[src/rtl/strmove_pkg.sv]
package strmove_pkg;
  typedef enum logic [1:0] {
    OP_LSTR = 2'b00,
    OP_SSTR = 2'b01,
    OP_LMUL = 2'b10,
    OP_RSVD = 2'b11
  } op_e;

  typedef enum logic [1:0] {
    ST_IDLE,
    ST_REQ,
    ST_WAIT
  } st_e;
endpackage

[src/rtl/strmove_guard.sv]
// Range check for the indexed form: flags a run that covers a protected index.
module strmove_guard #(
  parameter int REG_W = 5,
  parameter int CNT_W = 7
) (
  input  logic [REG_W-1:0] rd,
  input  logic [REG_W-1:0] ra,
  input  logic [REG_W-1:0] rb,
  input  logic [CNT_W-1:0] cnt,
  output logic             hit
);
  localparam int SW = ((REG_W > CNT_W) ? REG_W : CNT_W) + 1;

  logic [SW-1:0] lo, hi, a_x, b_x;
  logic          hit_a, hit_b;

  assign lo    = SW'(rd);
  assign hi    = lo + SW'(cnt);
  assign a_x   = SW'(ra);
  assign b_x   = SW'(rb);
  assign hit_a = (ra != '0) && (lo < a_x) && (hi > a_x);
  assign hit_b = (lo < b_x) && (hi > b_x);
  assign hit   = hit_a | hit_b;
endmodule

[src/rtl/strmove_lane.sv]
// Byte lane selection for the tail: packs a loaded byte into the accumulator
// and picks the outgoing byte for a store, high lane first.
module strmove_lane #(
  parameter int DATA_W = 32,
  parameter int POS_W  = 2
) (
  input  logic [DATA_W-1:0] acc_in,
  input  logic [7:0]        byte_in,
  input  logic [POS_W-1:0]  pos,
  input  logic [DATA_W-1:0] src,
  output logic [DATA_W-1:0] acc_out,
  output logic [7:0]        byte_out
);
  localparam int LANES = DATA_W / 8;

  always_comb begin
    acc_out  = acc_in;
    byte_out = '0;
    for (int i = 0; i < LANES; i++) begin
      if (pos == POS_W'(i)) begin
        acc_out[DATA_W-1-8*i -: 8] = acc_in[DATA_W-1-8*i -: 8] | byte_in;
        byte_out                   = src[DATA_W-1-8*i -: 8];
      end
    end
  end
endmodule

[src/rtl/strmove_step.sv]
// Next address: word or byte stride, wrapping at the address width.
module strmove_step #(
  parameter int ADDR_W = 32,
  parameter int DATA_W = 32
) (
  input  logic [ADDR_W-1:0] addr_in,
  input  logic              word,
  output logic [ADDR_W-1:0] addr_out
);
  localparam int STRIDE = DATA_W / 8;

  assign addr_out = addr_in + (word ? ADDR_W'(STRIDE) : ADDR_W'(1));
endmodule

[src/rtl/strmove_seq.sv]
module strmove_seq
  import strmove_pkg::*;
#(
  parameter int ADDR_W = 32,
  parameter int DATA_W = 32,
  parameter int CNT_W  = 7,
  parameter int REG_N  = 32
) (
  input  logic              clk,
  input  logic              rst_n,
  input  logic              cmd_valid,
  output logic              cmd_ready,
  input  logic [1:0]        cmd_op,
  input  logic              cmd_indexed,
  input  logic [ADDR_W-1:0] cmd_addr,
  input  logic [CNT_W-1:0]  cmd_count,
  input  logic [$clog2(REG_N)-1:0] cmd_rd,
  input  logic [$clog2(REG_N)-1:0] cmd_ra,
  input  logic [$clog2(REG_N)-1:0] cmd_rb,
  output logic              done,
  output logic              exc_invalid,
  output logic              mem_req_valid,
  input  logic              mem_req_ready,
  output logic              mem_req_write,
  output logic              mem_req_byte,
  output logic [ADDR_W-1:0] mem_req_addr,
  output logic [DATA_W-1:0] mem_req_wdata,
  input  logic              mem_rsp_valid,
  input  logic [DATA_W-1:0] mem_rsp_rdata,
  output logic [$clog2(REG_N)-1:0] rf_raddr,
  input  logic [DATA_W-1:0] rf_rdata,
  output logic              rf_we,
  output logic [$clog2(REG_N)-1:0] rf_waddr,
  output logic [DATA_W-1:0] rf_wdata
);
  localparam int REG_W = $clog2(REG_N);
  localparam int BYTES = DATA_W / 8;
  localparam int POS_W = $clog2(BYTES);

  st_e               st_q;
  op_e               op_q, cmd_op_e;
  logic [ADDR_W-1:0] addr_q, addr_nx;
  logic [CNT_W-1:0]  rem_q;
  logic [REG_W-1:0]  reg_q;
  logic [POS_W-1:0]  pos_q;
  logic [DATA_W-1:0] acc_q, acc_nx;
  logic [7:0]        st_byte;
  logic              done_q, exc_q;
  logic              guard_hit;
  logic              word_ph, is_store, is_lmul, step, last;

  assign cmd_op_e = op_e'(cmd_op);
  assign is_store = (op_q == OP_SSTR);
  assign is_lmul  = (op_q == OP_LMUL);
  assign word_ph  = is_lmul || (rem_q >= CNT_W'(BYTES));

  strmove_guard #(.REG_W(REG_W), .CNT_W(CNT_W)) u_guard (
    .rd(cmd_rd), .ra(cmd_ra), .rb(cmd_rb), .cnt(cmd_count), .hit(guard_hit)
  );

  strmove_lane #(.DATA_W(DATA_W), .POS_W(POS_W)) u_lane (
    .acc_in(acc_q), .byte_in(mem_rsp_rdata[7:0]), .pos(pos_q), .src(rf_rdata),
    .acc_out(acc_nx), .byte_out(st_byte)
  );

  strmove_step #(.ADDR_W(ADDR_W), .DATA_W(DATA_W)) u_step (
    .addr_in(addr_q), .word(word_ph), .addr_out(addr_nx)
  );

  // An access completes on acceptance (store) or on its response (load).
  assign step = is_store ? ((st_q == ST_REQ) && mem_req_ready)
                         : ((st_q == ST_WAIT) && mem_rsp_valid);
  assign last = is_lmul ? (reg_q == REG_W'(REG_N - 1))
                        : (word_ph ? (rem_q == CNT_W'(BYTES)) : (rem_q == CNT_W'(1)));

  assign cmd_ready     = (st_q == ST_IDLE);
  assign done          = done_q;
  assign exc_invalid   = exc_q;
  assign mem_req_valid = (st_q == ST_REQ);
  assign mem_req_write = is_store;
  assign mem_req_byte  = !word_ph;
  assign mem_req_addr  = addr_q;
  assign mem_req_wdata = word_ph ? rf_rdata : DATA_W'(st_byte);
  assign rf_raddr      = reg_q;
  assign rf_we         = (st_q == ST_WAIT) && mem_rsp_valid;
  assign rf_waddr      = reg_q;
  assign rf_wdata      = word_ph ? mem_rsp_rdata : acc_nx;

  always_ff @(posedge clk) begin
    if (!rst_n) begin
      st_q   <= ST_IDLE;
      op_q   <= OP_LSTR;
      addr_q <= '0;
      rem_q  <= '0;
      reg_q  <= '0;
      pos_q  <= '0;
      acc_q  <= '0;
      done_q <= 1'b0;
      exc_q  <= 1'b0;
    end else begin
      done_q <= 1'b0;
      exc_q  <= 1'b0;
      case (st_q)
        ST_IDLE: begin
          if (cmd_valid) begin
            op_q   <= cmd_op_e;
            addr_q <= cmd_addr;
            rem_q  <= cmd_count;
            reg_q  <= cmd_rd;
            pos_q  <= '0;
            acc_q  <= '0;
            if (cmd_op_e == OP_LMUL)          st_q   <= ST_REQ;
            else if (cmd_count == '0)         done_q <= 1'b1;
            else if (cmd_indexed && guard_hit) exc_q <= 1'b1;
            else                              st_q   <= ST_REQ;
          end
        end
        ST_REQ: begin
          if (mem_req_ready && !is_store) st_q <= ST_WAIT;
        end
        default: ;
      endcase
      if (step) begin
        addr_q <= addr_nx;
        if (word_ph) begin
          rem_q <= rem_q - CNT_W'(BYTES);
          reg_q <= reg_q + REG_W'(1);
          pos_q <= '0;
        end else begin
          rem_q <= rem_q - CNT_W'(1);
          pos_q <= pos_q + POS_W'(1);
          acc_q <= acc_nx;
        end
        if (last) begin
          st_q   <= ST_IDLE;
          done_q <= 1'b1;
        end else begin
          st_q   <= ST_REQ;
        end
      end
    end
  end

  // a stalled request keeps every field steady
  assert_req_hold_R8: assert property (@(posedge clk) disable iff (!rst_n)
    (mem_req_valid && !mem_req_ready) |=> (mem_req_valid && $stable(mem_req_addr) &&
      $stable(mem_req_byte) && $stable(mem_req_write) && $stable(mem_req_wdata)));

  // no register write while a request is being offered
  assert_one_outstanding_R8: assert property (@(posedge clk) disable iff (!rst_n)
    rf_we |-> !mem_req_valid);

  // exception and completion never coincide
  assert_done_exc_excl_R6: assert property (@(posedge clk) disable iff (!rst_n)
    !(done && exc_invalid));

  // an exception only follows directly on an accepted command
  assert_exc_after_cmd_R6: assert property (@(posedge clk) disable iff (!rst_n)
    exc_invalid |-> $past(cmd_valid && cmd_ready));

  // no new command is taken while an access is pending
  assert_busy_R9: assert property (@(posedge clk) disable iff (!rst_n)
    mem_req_valid |-> !cmd_ready);

  // done follows a completed access or a just-accepted empty command
  assert_done_source_R9: assert property (@(posedge clk) disable iff (!rst_n)
    done |-> $past((mem_req_valid && mem_req_ready) || mem_rsp_valid || (cmd_valid && cmd_ready)));
endmodule

[config.mk]
export PLATFORM = sky130hd
export DESIGN_NAME = strmove_seq
export DESIGN_NICKNAME = d
export VERILOG_FILES = /design/src/rtl/strmove_pkg.sv /design/src/rtl/strmove_guard.sv /design/src/rtl/strmove_lane.sv /design/src/rtl/strmove_step.sv /design/src/rtl/strmove_seq.sv
export SDC_FILE = /design/constraint.sdc
export NUM_CORES = 1
export LEC_CHECK = 0
export ABC_AREA = 1
export BUFFER_PORTS_ARGS = -buffer_cell sky130_fd_sc_hd__buf_2
export CAP_MARGIN = 20
export CORE_MARGIN = 2
export CORE_UTILIZATION = 52
export DETAILED_ROUTE_END_ITERATION = 16
export PLACE_DENSITY = 0.83
export SLEW_MARGIN = 20
export SYNTH_ARGS = -nofsm -noshare
export SYNTH_HDL_FRONTEND = slang
export SYNTH_HIERARCHICAL = 1
export SYNTH_SLANG_ARGS = --single-unit
[constraint.sdc]
create_clock -name clk -period 2.64 [get_ports clk]
set_input_delay 0.264 -clock clk [delete_from_list [all_inputs] [get_ports clk]]
set_output_delay 0.264 -clock clk [all_outputs]
set_load 0.05 [all_outputs]
# After elaboration in Yosys (flattened, before gate mapping)
# Index checks and enable logic that the tools add are counted.
totals:
  reg_bits: 84
  latchBits: 0
  ramBits: 0
  romBits: 0
  memories: 0
classes:
  add_sub_neg: 6
  mul: 0
  div_mod_pow: 0
  n_lt_le_gt_ge: 5
  eq_ne: 15
  shift: 0
  mux: 48
  n_bitwise: 8
  n_reduce_logical: 21
ops:
  columns: ["cell", "n"]
  rows:
  - ["two-way mux 32 bit", 9]
  - ["two-way mux 8 bit", 8]
  - ["adder 32 bit", 1]
  - ["bitwise OR 8 bit", 4]
  - ["two-way mux 7 bit", 4]
  - ["two-way mux 2 bit", 10]
  - ["two-way mux 5 bit", 4]
  - ["> comparator 8 x 5 -> 1 bit", 2]
  - ["two-way mux 1 bit", 11]
  - ["equality test 2 bit, second input constant", 5]
  - ["< comparator 5 bit", 2]
  - ["adder 5 x 7 -> 8 bit", 1]
  - ["!= test 4 bit, second input constant", 2]
  - ["equality test 7 x 1 -> 1 bit, second input constant", 1]
  - ["equality test 7 x 3 -> 1 bit, second input constant", 1]
  - ["greater-or-equal comparator 7 x 3 -> 1 bit, second input constant", 1]
  - ["logical AND 1 bit", 7]
  - ["zero test 7 bit", 1]
  - ["subtractor 7 x 1 -> 7 bit, second input constant", 1]
  - ["subtractor 7 x 3 -> 7 bit, second input constant", 1]
  - ["equality test 2 x 1 -> 1 bit, second input constant", 3]
  - ["adder 5 x 1 -> 5 bit, second input constant", 1]
  - ["equality test 5 bit, second input constant", 1]
  - ["AND reduction 5 bit", 1]
  - ["other kinds (15)", 21]

# Longest topological paths before layout
depth:
  ltp_word: 11
  mapped_depth: 22

# Cells and area by module
# Netlist, hierarchy kept.
modules_own_cells:
  columns: ["mod", "instances", "cells_per_inst", "area_per_inst_um2", "seq_area_each_um2"]
  rows:
  - ["strmove_seq", 1, 723, 4600.7, 1681.6]
  - ["strmove_step", 1, 206, 958.4, 0.0]
  - ["strmove_guard", 1, 121, 750.7, 0.0]
  - ["strmove_lane", 1, 91, 598.1, 0.0]

# Worst setup path after synthesis
# No wires, ideal clock.
synth_timing:
  path_kind: "reg2reg"
  start: "register rem_q[3]"
  end: "register addr_q[14], in the netlist mem_req_addr[14]"
  setup_time_ns: 0.074
  t_arrival_ns: 2.377
  required_time_ns: 2.566
  slack_ns: 0.188
  stages_incl_launch_ff: 17
  synth_period_minus_slack_ns: 2.452
  path_cell_list: "dfxtp_1 > inv_1 > ha_1 > nand2_1 > nand2_1 > buf_2 > buf_2 > inv_1 > ha_1 > ha_1 > nand2_1 > nand2_1 > nand3_1 > nor2_1 > xor2_1 > nand2_1 > a31oi_1"
synth_between:
  elab_chain_len: 5
synth_rtl:
  columns: ["item", "line_no", "rtl"]
  rows:
  - ["start, declared", "strmove_seq.sv:43", "logic [CNT_W-1:0] rem_q;"]
  - ["start signal, assigned", "strmove_seq.sv:108", "rem_q <= cmd_count;"]
  - ["start signal, assigned", "strmove_seq.sv:126", "rem_q <= rem_q - CNT_W'(BYTES);"]
  - ["start signal, assigned", "strmove_seq.sv:130", "rem_q <= rem_q - CNT_W'(1);"]
  - ["greater-or-equal comparator 7 x 3 -> 1 bit", "strmove_seq.sv:55", "assign word_ph = is_lmul || (rem_q >= CNT_W'(BYTES));"]
  - ["logical OR 1 bit", "strmove_seq.sv:55", null]
  - ["via word_ph", "strmove_seq.sv:50", "logic word_ph, is_store, is_lmul, step, last;"]
  - ["two-way mux 3 bit", "strmove_step.sv:12", "assign addr_out = addr_in + (word ? ADDR_W'(STRIDE) : ADDR_W'(1));"]
  - ["adder 32 bit", "strmove_step.sv:12", null]
  - ["via addr_nx[14]", "strmove_seq.sv:42", "logic [ADDR_W-1:0] addr_q, addr_nx;"]
  - ["two-way mux 32 bit", "strmove_seq.sv:123", "if (step) begin"]
  - ["end signal, assigned", "strmove_seq.sv:107", "addr_q <= cmd_addr;"]
  - ["end signal, assigned", "strmove_seq.sv:124", "addr_q <= addr_nx;"]
  - ["end, declared", "strmove_seq.sv:42", null]
# The timed path passes the listed nets, and every way through them passes these cells.
# A chain may end at the register's enable or synchronous reset.

# Worst setup path in the final report
layout_timing:
  start: "register rem_q[0]"
  end: "register addr_q[13], in the netlist mem_req_addr[13]"
layout_between:
  elab_chain_len: 5
layout_rtl:
  columns: ["item", "line_no"]
  rows:
  - ["greater-or-equal comparator 7 x 3 -> 1 bit", "strmove_seq.sv:55"]
  - ["logical OR 1 bit", "strmove_seq.sv:55"]
  - ["two-way mux 3 bit", "strmove_step.sv:12"]
  - ["adder 32 bit", "strmove_step.sv:12"]
  - ["via addr_nx[13]", "strmove_seq.sv:42"]
  - ["two-way mux 32 bit", "strmove_seq.sv:123"]
# The timed path passes the listed nets, and every way through them passes these cells.

==> results.py <==
metrics = {
    "cts": {
        "cts_sinks": 84,
        "post-cts-setup-buffers": 0,
        "clk_pin_slew_ps": 70,
        "cts_tree": "built",
        "insertion_delay_ps": 350,
        "cts.path.max_buffers": 2,
        "clockRootBuffer": "clkbuf_16",
        "cts-buffers-inserted": 9,
        "htree_num_levels": 3,
    },
    "sta": {
        "max_freq_mhz": 411,
        "max_slew.worst_pin.slew_ps": 611,
        "hold_slack_ps": 178,
        "setup-violations-final": 0,
        "hold_viol": 0,
        "grt_setup_unrepaired": "false",
        "period_share_pct": 92.2,
        "skew_ps": 8.90,
        "drv_slew": 0,
        "max_slew_margin_pct": 59.1,
        "post-route-min-period_ps": 2430,
    },
    "power": {
        "vdd.ir_drop.worst_v": 0.000485,
        "p_switching_w": 0.00373,
        "p_per_area_mw_per_mm2": 799,
        "clkPwrFrac_pct": 18.1,
        "pwr-share-seq_pct": 23.0,
        "total_leakage_power_nw": 4.34,
        "p_int_w": 0.00305,
        "p_sw_share_pct": 55.0,
        "pwr-share-comb_pct": 58.9,
    },
    "layout": {
        "num_antenna_cells": 0,
        "fin_nets": 1517,
        "final_cell_area_mm2": 0.00848,
        "syn_to_final_growth_pct": 22.8,
        "drive_gt1_share_pct": 23.8,
        "instances_no_fill": 1538,
    },
    "worst_setup_path": {
        "cpMaxStageDelayCell": "ha_1",
        "cp-end-kind": "flip-flop",
        "crit_path_max_incr_delay_ps": 360,
        "cp_common_cell": "nand2_1",
        "worst-path-max-fanout": 8,
        "worst-setup-path-type": "flip-flop to flip-flop",
        "path_cells": "inv_1, ha_1, nand2_1, nand2_4, ha_1, nand3_1, nand2_2, nand2_1, nor2_2, xor2_1, nand2_1, a31oi_1",
        "critPathLaunchType": "flip-flop",
        "cp.arrival_ps": 2700,
        "cp.required_ps": 2910,
    },
    "placed_design": {
        "dp_hpwl_um": 15100,
        "port_buffers": 238,
        "placedCellCount": 1522,
        "gp_congestion": 0.916,
        "placed_area_mm2": 0.00817,
    },
    "global_route": {
        "grt.total_usage_pct": 27.7,
        "grt_pass1_wl_um": 32700,
        "grt_max_degree": 44,
        "antenna_found_initial": 0,
        "grt-ovfl-total": 0,
        "grt_pass1_vias": 7053,
    },
    "synth": {
        "synthArstFlopShare_pct": 0,
        "synth-edff-count": 0,
        "syn_inst": 1141,
        "ys_seq_elements": 84,
        "synthTopCellsByArea": "dfxtp_1 24%, nand2_1 24%, nand3_1 7.5%",
        "synthFlopType": "dfxtp_1",
        "synth-warning-count": 6,
        "avgSynthCellArea_um2": 6.05,
        "syn_area_mm2": 0.00691,
        "syn_nets": 1301,
        "synthDominantAreaCellType": "dfxtp_1",
        "synth_top_cell_area_share_pct": 24.3,
        "ys_seq_area_share_pct": 24.3,
        "ys_types": 40,
    },
    "route": {
        "routed.top_layer": "met4",
        "via_per_inst": 5.22,
        "drt-wirelength-per-cell_um": 13.2,
        "wl_um": 20300,
        "drt_first_pass_iters": 5,
        "met3_wirelength_um": 1360,
        "drc": 0,
        "route.met2.wl_um": 9540,
        "wl_met1_um": 8900,
        "drt_iter0_drc": 732,
        "vias": 8024,
        "ant_nets": 0,
    },
    "run": {
        "maxCapViolations": 0,
    },
    "outcome": {
        "outcome": "finished clean",
    },
    "floorplanning": {
        "die_area_mm2": 0.0142,
        "dieHeight_um": 119,
        "initial_core_util_pct": 52.8,
        "io_pins": 239,
        "die_x_um": 119,
        "core-area_mm2": 0.0131,
        "rows": 42,
    },
    "min_path": {
        "hp-class": "input port to flip-flop",
    },
}
-- final cells by class --
cell class                 count  area [um2]
timing repair buffer         259        1370
fill                        1242        4600
sequential                    84        1680
tap                          176         220
inverter                     107         405
clock buffer                  10         239
multi-input combinational    896        4510
clock inverter                 6        47.5
-- metal layers --
| layer | vias up | global-route usage (%) |
|---|---|---|
| li1 | 4099 | - |
| met1 | 3569 | 36.2 |
| met2 | 322 | 46.2 |
| met3 | 34 | 4.17 |
| met4 | 0 | 9.97 |
| met5 | - | 0 |
-- flip-flops by register name, summed over array words and instances, names as in the netlist --
name          cells
acc_q            32
done              1
exc_invalid       1
mem_req_addr     32
op_q              2
pos_q             2
rem_q             7
rf_raddr          5
st_q              2
-- cells by family after synthesis --
group	Yosys count	synth area share [%]
xor+xnor	23	2.92
compound gates	143	13.0
flops	84	24.3
fa+ha+maj	34	6.27
buf+inv	161	10.8
simple gates	696	42.8
-- synthesized netlist by cell type (all sizes together) (4+ instances only) --
| master | number |
|---|---|
| o21bai | 34 |
| ha | 33 |
| nand4 | 15 |
| inv | 103 |
| clkinv | 4 |
| a21oi | 56 |
| xnor2 | 8 |
| dfxtp | 84 |
| o21ai | 16 |
| nand2 | 454 |
| buf | 42 |
| clkbuf | 12 |
| nand3 | 106 |
| nor2 | 106 |
| xor2 | 15 |
| a31oi | 30 |
| nand3b | 11 |
-- repair_timing --
item                       CTS  global route
gates resized for setup      0             6
setup endpoints to repair    0            23
hold buffers                 0             0
-- power groups by stage --
stage / registers [W] / clock network (W) / logic [W]
floorplan: 0.00183 / 0 / 0.00285
CTS: 0.00156 / 0.00124 / 0.00400
global placement: 0.00158 / 0 / 0.00394
global route: 0.00159 / 0.00129 / 0.00430
detailed placement: 0.00158 / 0 / 0.00398
finish: 0.00156 / 0.00123 / 0.00399
-- worst paths after layout --
path / endpoint / start / slack, ps / depth (start not counted)
max reg2reg: mem_req_addr[13] / rem_q[0] / 210 / 12
min reg2reg: op_q[0] / op_q[0] / 470 / 2
max: mem_req_addr[13] / rem_q[0] / 210 / 12
min: mem_req_addr[21] / cmd_addr[21] / 180 / 3
-- metrics by stage --
stage / util, % / total power (W) / worst slack, ps / TNS (ps)
global placement: 62.4 / 0.00552 / -9.37 / -9.37
finish: 64.8 / 0.00678 / 206 / 0
global route: 64.8 / 0.00718 / 28.5 / 0
CTS: 64.6 / 0.00680 / 114 / 0
detailed placement: 62.4 / 0.00557 / -53.8 / -53.8
floorplan: - / 0.00468 / 188 / 0
-- layout by cell type, fill, tap and decap left out, drive strengths merged --
master,netlist,routed
a31oi,30,30
o21bai,34,34
nor3,3,3
or2,1,1
nand3,106,106
xor2,15,15
o211a,2,2
nand2,454,454
buf,42,259
o21a,1,1
a21oi,56,56
clkbuf,12,10
inv,103,105
clkinvlp,0,1
fa,1,1
xnor2,8,8
o22ai,1,1
o21ai,16,16
o211ai,1,1
a21boi,1,1
o32ai,1,1
nor2,106,106
nand4,15,15
clkinv,4,7
nand3b,11,11
ha,33,33
dfxtp,84,84
-- critical path: cells and delay by family, from the launching register on --
family | cells | cell delay (ps)
AND/OR/NAND/NOR | 7 | 1020
adder cells (fa/ha/maj) | 2 | 580
flip-flops | 1 | 330
AO/OA/AOI/OAI | 1 | 190
XOR/XNOR | 1 | 160
buffers and inverters | 1 | 90
(Power assumes the default switching activity.)
